<file path="config.mk">
export PLATFORM = sky130hd
export DESIGN_NAME = i2c_dac_regif
export DESIGN_NICKNAME = d
export VERILOG_FILES = /design/src/rtl/dacif_pkg.sv /design/src/rtl/dacif_line_sync.sv /design/src/rtl/dacif_proto.sv /design/src/rtl/dacif_chan_bank.sv /design/src/rtl/i2c_dac_regif.sv
export SDC_FILE = /design/constraint.sdc
export NUM_CORES = 1
export LEC_CHECK = 0
export BUFFER_PORTS_ARGS = -buffer_cell sky130_fd_sc_hd__clkbuf_2
export CELL_PAD_IN_SITES_DETAIL_PLACEMENT = 1
export CELL_PAD_IN_SITES_GLOBAL_PLACEMENT = 2
export CORE_UTILIZATION = 36
export DETAILED_ROUTE_END_ITERATION = 7
export PLACE_DENSITY_LB_ADDON = 0.1
export REMOVE_ABC_BUFFERS = 1
export SETUP_SLACK_MARGIN = 0.4
export SYNTH_ARGS = -nofsm -noshare
export SYNTH_HDL_FRONTEND = slang
export SYNTH_SLANG_ARGS = --single-unit
</file>
<file path="constraint.sdc">
create_clock -name clk -period 1.8 [get_ports clk]
set_input_delay 0.27 -clock clk [delete_from_list [all_inputs] [get_ports clk]]
set_output_delay 0.27 -clock clk [all_outputs]
set_load 0.05 [all_outputs]
</file>
<file path="src/rtl/dacif_pkg.sv">
package dacif_pkg;
  localparam int WORD_W = 16;
  localparam int BYTE_W = 8;

  typedef enum logic [2:0] {
    PH_IDLE,
    PH_ADDR,
    PH_SEL,
    PH_WHI,
    PH_WLO,
    PH_READ,
    PH_SKIP
  } phase_t;
endpackage

</file>
<file path="src/rtl/dacif_line_sync.sv">
module dacif_line_sync #(
  parameter int STAGES = 2
) (
  input  logic clk,
  input  logic rst,
  input  logic scl_in,
  input  logic sda_in,
  output logic sda_lvl,
  output logic scl_rise,
  output logic scl_fall,
  output logic start_det,
  output logic stop_det
);
  logic [STAGES-1:0] scl_chain, sda_chain;
  logic scl_q, sda_q, scl_s;

  always_ff @(posedge clk) begin
    if (rst) begin
      scl_chain <= '1;
      sda_chain <= '1;
      scl_q     <= 1'b1;
      sda_q     <= 1'b1;
    end else begin
      scl_chain <= {scl_chain[STAGES-2:0], scl_in};
      sda_chain <= {sda_chain[STAGES-2:0], sda_in};
      scl_q     <= scl_chain[STAGES-1];
      sda_q     <= sda_chain[STAGES-1];
    end
  end

  assign scl_s     = scl_chain[STAGES-1];
  assign sda_lvl   = sda_chain[STAGES-1];
  assign scl_rise  = scl_s & ~scl_q;
  assign scl_fall  = ~scl_s & scl_q;
  assign start_det = scl_s & scl_q & sda_q & ~sda_lvl;
  assign stop_det  = scl_s & scl_q & ~sda_q & sda_lvl;
endmodule

</file>
<file path="src/rtl/dacif_proto.sv">
module dacif_proto
  import dacif_pkg::*;
#(
  parameter int         NCH     = 4,
  parameter int         DW      = 12,
  parameter logic [5:0] ADDR_HI = 6'b000110
) (
  input  logic           clk,
  input  logic           rst,
  input  logic           sda_lvl,
  input  logic           scl_rise,
  input  logic           scl_fall,
  input  logic           start_det,
  input  logic           stop_det,
  input  logic           addr_strap,
  input  logic [DW-1:0]  rd_val,
  output logic [NCH-1:0] sel_mask,
  output logic           sda_pull,
  output logic           wr_stb,
  output logic [NCH-1:0] wr_mask,
  output logic [DW-1:0]  wr_data
);
  localparam int PAD     = WORD_W - DW;
  localparam int RSV_TOP = 5;
  localparam int LO_BITS = DW - BYTE_W;

  phase_t      st, nxt;
  logic [3:0]  cnt;
  logic [7:0]  shreg, hi_q, tx_q;
  logic        mst_ack, rd_lo;
  logic [WORD_W-1:0] rd_word;
  logic [7:0]  next_byte;
  logic        addr_hit, sel_ok;

  assign rd_word   = {rd_val, {PAD{1'b0}}};
  assign next_byte = (st == PH_READ && rd_lo) ? rd_word[7:0] : rd_word[15:8];
  assign addr_hit  = (shreg[7:1] == {ADDR_HI, addr_strap});
  assign sel_ok    = (shreg[RSV_TOP:NCH] == '0);

  always_ff @(posedge clk) begin
    if (rst) begin
      st       <= PH_IDLE;
      nxt      <= PH_SKIP;
      cnt      <= '0;
      shreg    <= '0;
      hi_q     <= '0;
      tx_q     <= '0;
      mst_ack  <= 1'b0;
      rd_lo    <= 1'b0;
      sel_mask <= '0;
      sda_pull <= 1'b0;
      wr_stb   <= 1'b0;
      wr_mask  <= '0;
      wr_data  <= '0;
    end else begin
      wr_stb <= 1'b0;
      if (start_det) begin
        st       <= PH_ADDR;
        cnt      <= '0;
        sda_pull <= 1'b0;
      end else if (stop_det) begin
        st       <= PH_IDLE;
        cnt      <= '0;
        sda_pull <= 1'b0;
      end else if (st != PH_IDLE) begin
        if (scl_rise) begin
          if (cnt < 4'd8) shreg <= {shreg[6:0], sda_lvl};
          else if (st == PH_READ) mst_ack <= ~sda_lvl;
          cnt <= cnt + 4'd1;
        end else if (scl_fall) begin
          if (cnt == 4'd8) begin
            // byte complete: decide acknowledge and the phase after it
            nxt <= PH_SKIP;
            case (st)
              PH_ADDR: if (addr_hit) begin
                sda_pull <= 1'b1;
                nxt      <= shreg[0] ? PH_READ : PH_SEL;
              end
              PH_SEL: if (sel_ok) begin
                sda_pull <= 1'b1;
                sel_mask <= shreg[NCH-1:0];
                nxt      <= PH_WHI;
              end
              PH_WHI: begin
                sda_pull <= 1'b1;
                hi_q     <= shreg;
                nxt      <= PH_WLO;
              end
              PH_WLO: begin
                sda_pull <= 1'b1;
                wr_mask  <= sel_mask;
                wr_data  <= {hi_q, shreg[7 -: LO_BITS]};
                nxt      <= PH_WHI;
              end
              PH_READ: begin
                sda_pull <= 1'b0;
                nxt      <= PH_READ;
              end
              default: nxt <= PH_SKIP;
            endcase
          end else if (cnt == 4'd9) begin
            cnt <= '0;
            if (st == PH_WLO) wr_stb <= 1'b1;
            if (st == PH_READ && !mst_ack) begin
              st       <= PH_SKIP;
              sda_pull <= 1'b0;
            end else begin
              st <= nxt;
              if (nxt == PH_READ) begin
                tx_q     <= next_byte;
                sda_pull <= ~next_byte[7];
                rd_lo    <= (st == PH_READ) ? ~rd_lo : 1'b1;
              end else begin
                sda_pull <= 1'b0;
              end
            end
          end else if (st == PH_READ && cnt != 4'd0) begin
            tx_q     <= {tx_q[6:0], 1'b0};
            sda_pull <= ~tx_q[6];
          end
        end
      end
    end
  end
endmodule

</file>
<file path="src/rtl/dacif_chan_bank.sv">
module dacif_chan_bank #(
  parameter int NCH = 4,
  parameter int DW  = 12
) (
  input  logic            clk,
  input  logic            rst,
  input  logic            wr_stb,
  input  logic [NCH-1:0]  wr_mask,
  input  logic [DW-1:0]   wr_data,
  input  logic [NCH-1:0]  sel_mask,
  output logic [DW-1:0]   rd_val,
  output logic [NCH*DW-1:0] chan_values,
  output logic            load_pulse
);
  logic [DW-1:0]  in_q  [NCH];
  logic [DW-1:0]  out_q [NCH];
  logic [NCH-1:0] pend;
  logic           pend_v;

  always_ff @(posedge clk) begin
    if (rst) begin
      pend       <= '0;
      pend_v     <= 1'b0;
      load_pulse <= 1'b0;
    end else begin
      pend       <= wr_stb ? wr_mask : '0;
      pend_v     <= wr_stb;
      load_pulse <= pend_v;
    end
  end

  for (genvar g = 0; g < NCH; g++) begin : g_chan
    always_ff @(posedge clk) begin
      if (rst) begin
        in_q[g]  <= '0;
        out_q[g] <= '0;
      end else begin
        if (wr_stb && wr_mask[g]) in_q[g] <= wr_data;
        if (pend[g])              out_q[g] <= in_q[g];
      end
    end
    assign chan_values[g*DW +: DW] = out_q[g];
  end

  // lowest-numbered selected channel wins the readback
  always_comb begin
    rd_val = '0;
    for (int i = NCH - 1; i >= 0; i--) begin
      if (sel_mask[i]) rd_val = in_q[i];
    end
  end
endmodule

</file>
<file path="src/rtl/i2c_dac_regif.sv">
module i2c_dac_regif #(
  parameter int         NCH         = 4,
  parameter int         DW          = 12,
  parameter int         SYNC_STAGES = 2,
  parameter logic [5:0] ADDR_HI     = 6'b000110
) (
  input  logic              clk,
  input  logic              rst,
  input  logic              addr_strap,
  input  logic              scl_in,
  input  logic              sda_in,
  output logic              sda_pull,
  output logic [NCH*DW-1:0] chan_values,
  output logic              load_pulse
);
  logic           w_sda, w_rise, w_fall, w_start, w_stop;
  logic [DW-1:0]  w_rd_val;
  logic [NCH-1:0] w_sel, w_wr_mask;
  logic           w_wr_stb;
  logic [DW-1:0]  w_wr_data;

  dacif_line_sync #(.STAGES(SYNC_STAGES)) u_sync (
    .clk(clk), .rst(rst), .scl_in(scl_in), .sda_in(sda_in),
    .sda_lvl(w_sda), .scl_rise(w_rise), .scl_fall(w_fall),
    .start_det(w_start), .stop_det(w_stop)
  );

  dacif_proto #(.NCH(NCH), .DW(DW), .ADDR_HI(ADDR_HI)) u_proto (
    .clk(clk), .rst(rst), .sda_lvl(w_sda), .scl_rise(w_rise),
    .scl_fall(w_fall), .start_det(w_start), .stop_det(w_stop),
    .addr_strap(addr_strap), .rd_val(w_rd_val), .sel_mask(w_sel),
    .sda_pull(sda_pull), .wr_stb(w_wr_stb), .wr_mask(w_wr_mask),
    .wr_data(w_wr_data)
  );

  dacif_chan_bank #(.NCH(NCH), .DW(DW)) u_bank (
    .clk(clk), .rst(rst), .wr_stb(w_wr_stb), .wr_mask(w_wr_mask),
    .wr_data(w_wr_data), .sel_mask(w_sel), .rd_val(w_rd_val),
    .chan_values(chan_values), .load_pulse(load_pulse)
  );
endmodule

</file>
==> results_dict.tcl <==
set metrics [dict create \
    drive_gt1_frac 0.3616 \
    via_per_inst 5.165 \
    synth_fa_ha_area_frac 0.01094 \
    synth_top_area_share 0.4202 \
    grt_pass1_wl_microns 29950 \
    critical_path_class "reg2reg" \
    hpwl_microns 13480 \
    cts.clk_slew.worst_paths_ps 70 \
    final-setup-viol-count 8 \
    layout_common_cells "edfxtp_1 (96), buf_4 (69), dfxtp_1 (60)" \
    firstDrtPassIters 4 \
    finalHoldViolations 0 \
    final_common_cell "edfxtp_1" \
    status "finished with violations" \
    hold_depth 2 \
    htreeDepth 4 \
    whs_ps 16.20 \
    finClkSkew_ps 10.54 \
    synth-async-reset-ratio 0 \
    finalCriticalPeriod_ps 1815 \
    final_core_util 0.4916 \
    grt_antenna_before_repair 0 \
    fin_setup_tns_ps -53.22 \
    vias 4979 \
    gp_congestion 0.8675 \
    insertedDiodeCount 0 \
    fp.dieW_microns 140.0 \
    min_path_type "in2reg" \
    yosysTopAreaCell "edfxtp_1" \
    synth-xor-area-share 0.002553 \
    final_nets 728 \
    drc 0 \
    grt_max_degree 54 \
    syn_avg_cell_area_sq_um 11.83 \
    core_sq_mm 0.01871 \
    cp_max_fo 7 \
    netlist_area_sq_mm 0.006860 \
    insertion_delay_ps 440 \
    area_growth_pct 34.05 \
    synth_seq_cells 165 \
    cts_max_path_buffers 2 \
    cellLeakagePower_nw 3.636 \
    dieArea_sq_mm 0.01961 \
    place_inst 902 \
    cts_tree "done" \
    slew_violations 0 \
    fp-row-count 50 \
    synth.area.top_cells "edfxtp_1 (42%), dfxtp_1 (20%), mux2i_1 (5.7%), and2_1 (4.9%), and3_1 (4.5%)" \
    seq_area_frac_synth 0.6216 \
    yosys_warnings 0 \
    wl_microns 19200 \
    gr-usage-all-layers 0.2045 \
    drv_cap 0 \
    die_h_microns 140.0 \
    synth_top_family_by_area "simple AND/OR/NAND/NOR gates" \
    grt_pass1_vias 5239 \
    ant_nets 0 \
    routedWlPerCell_microns 19.92 \
    synth_compound_area_frac 0.07478 \
    cp.arrival_ps 2160 \
    rsz0062_at_grt "yes" \
    failed_checks "setup timing" \
    overflow 0 \
    drtIter0Drc 264 \
    fin_cells 964 \
    max-vdd-ir-drop_uv 680.2 \
    synthSimpleGateAreaFrac 0.2070 \
    tightest_slew_ps 671.9 \
    cts_root_buffer "clkbuf_16" \
    relSlewSlack 0.5511 \
    design.portCount 55 \
    setup_ws_ps -15.37 \
    synth_edf_count 96 \
    crit_required_ps 2140 \
    cts_made_buffers 17 \
    yosysUniqueCellTypes 55 \
    cp-start-kind "register" \
    end_kind "register" \
    min_period_over_period 1.009 \
    start_util 0.3668 \
    clock_sinks 165 \
    clock.fmax_mhz 550.9 \
    synthFlopType "edfxtp_1" \
    reg2reg_depth 9 \
    synthCells 580 \
    synthMuxAreaShare 0.05690 \
    power_density_mw_per_mm2 905.1 \
    numPortBuffers 54 \
]
routing by layer:
layer | routed length [microns] | part of all wire | global-route usage
met5 | 0 | 0 | 0
met4 | 335 | 0.017 | 0.07403
met3 | 388 | 0.020 | 0.03726
met2 | 10130 | 0.53 | 0.3637
met1 | 8347 | 0.43 | 0.2469
registers in the layout, indices dropped and copies added (netlist names), 4 cells and up:
| register | cells |
|---|---|
| u_bank.in_q | 48 |
| u_bank.out_q | 48 |
| u_proto.wr_data | 12 |
| u_proto.hi_q | 8 |
| u_proto.shreg | 8 |
| u_proto.tx_q | 7 |
| u_bank.pend | 4 |
| u_proto.cnt | 4 |
| u_proto.sel_mask | 4 |
| u_proto.wr_mask | 4 |
worst max-delay path: stages (launching register included):
cell and delay (ps):
dfxtp_2 330, inv_2 60, buf_4 110, ha_4 120
and3b_2 200, a2bb2oi_2 160, o2111a_2 290, clkbuf_16 170
nor2_1 40, a311oi_1 230
per-stage QoR:
stage / area [sq um] / setup slack [ps] / total power [W]
after floorplan: 6718 / -652.0 / 0.004493
after global placement: 7858 / -72.79 / 0.004648
after detailed placement: 7858 / -94.32 / 0.004659
after CTS: 8949 / -56.55 / 0.008386
after global routing: 9196 / -114.4 / 0.008584
final: 9196 / -15.37 / 0.008324
cell type report:
class | count | area [sq um]
clock buffers | 18 | 429.2
multi-input cells | 370 | 2803
well taps | 234 | 292.8
clock inverters | 14 | 165.2
inverters | 10 | 37.54
flip-flops and latches | 165 | 4278
fillers | 1969 | 9509
repair buffers | 153 | 1191
Yosys cell counts, drive strengths merged (2+ instances only):
| library cell | n |
|---|---|
| nand2b | 5 |
| nor3 | 6 |
| or2 | 10 |
| a21oi | 10 |
| a211oi | 9 |
| clkbuf | 31 |
| o31ai | 5 |
| dfxtp | 69 |
| and2 | 55 |
| and3 | 49 |
| o2111ai | 2 |
| o22ai | 5 |
| xor2 | 2 |
| nor2 | 64 |
| nor4 | 6 |
| nand3 | 6 |
| mux2i | 39 |
| o2111a | 2 |
| a221oi | 12 |
| buf | 4 |
| o211ai | 5 |
| nand2 | 25 |
| or4 | 2 |
| edfxtp | 96 |
| o21ai | 10 |
| nor2b | 10 |
| a31oi | 2 |
| ha | 6 |
| and3b | 3 |
| inv | 9 |
| nand3b | 2 |
repair_timing:
| action | CTS | global route |
|---|---|---|
| setup buffers | 15 | 12 |
| cloned | 1 | 1 |
| gates resized for setup | 82 | 35 |
| endpoints found under the hold margin | 1 | 0 |
| endpoints found under the setup margin | 57 | 58 |
| hold buffers | 1 | 0 |
| pin swaps | 23 | 33 |
logic make-up after synthesis:
| family | after synthesis |
|---|---|
| AND/OR/NAND/NOR | 252 |
| flip-flops | 165 |
| AO/OA/AOI/OAI | 71 |
| buffers and inverters | 45 |
| multiplexers | 39 |
| adder cells (fa/ha/maj) | 6 |
| XOR/XNOR | 2 |
path summary, 6_finish.rpt:
check                       from             endpoint  slack (ps)
max               u_proto.cnt[1]      u_proto.tx_q[6]         -20
min reg2reg  u_sync.scl_chain[0]  u_sync.scl_chain[1]         410
max reg2reg       u_proto.cnt[1]      u_proto.tx_q[6]         -20
min                       sda_in  u_sync.sda_chain[0]          20
report_power, final:
group | internal, W | leakage (nW) | switching (W)
Clock | 0.00208 | 0.278 | 0.00162
Sequential | 0.00410 | 1.47 | 0.0000633
Combinational | 0.000109 | 1.89 | 0.000347
Note: power is estimated with default switching activity, not from simulation.
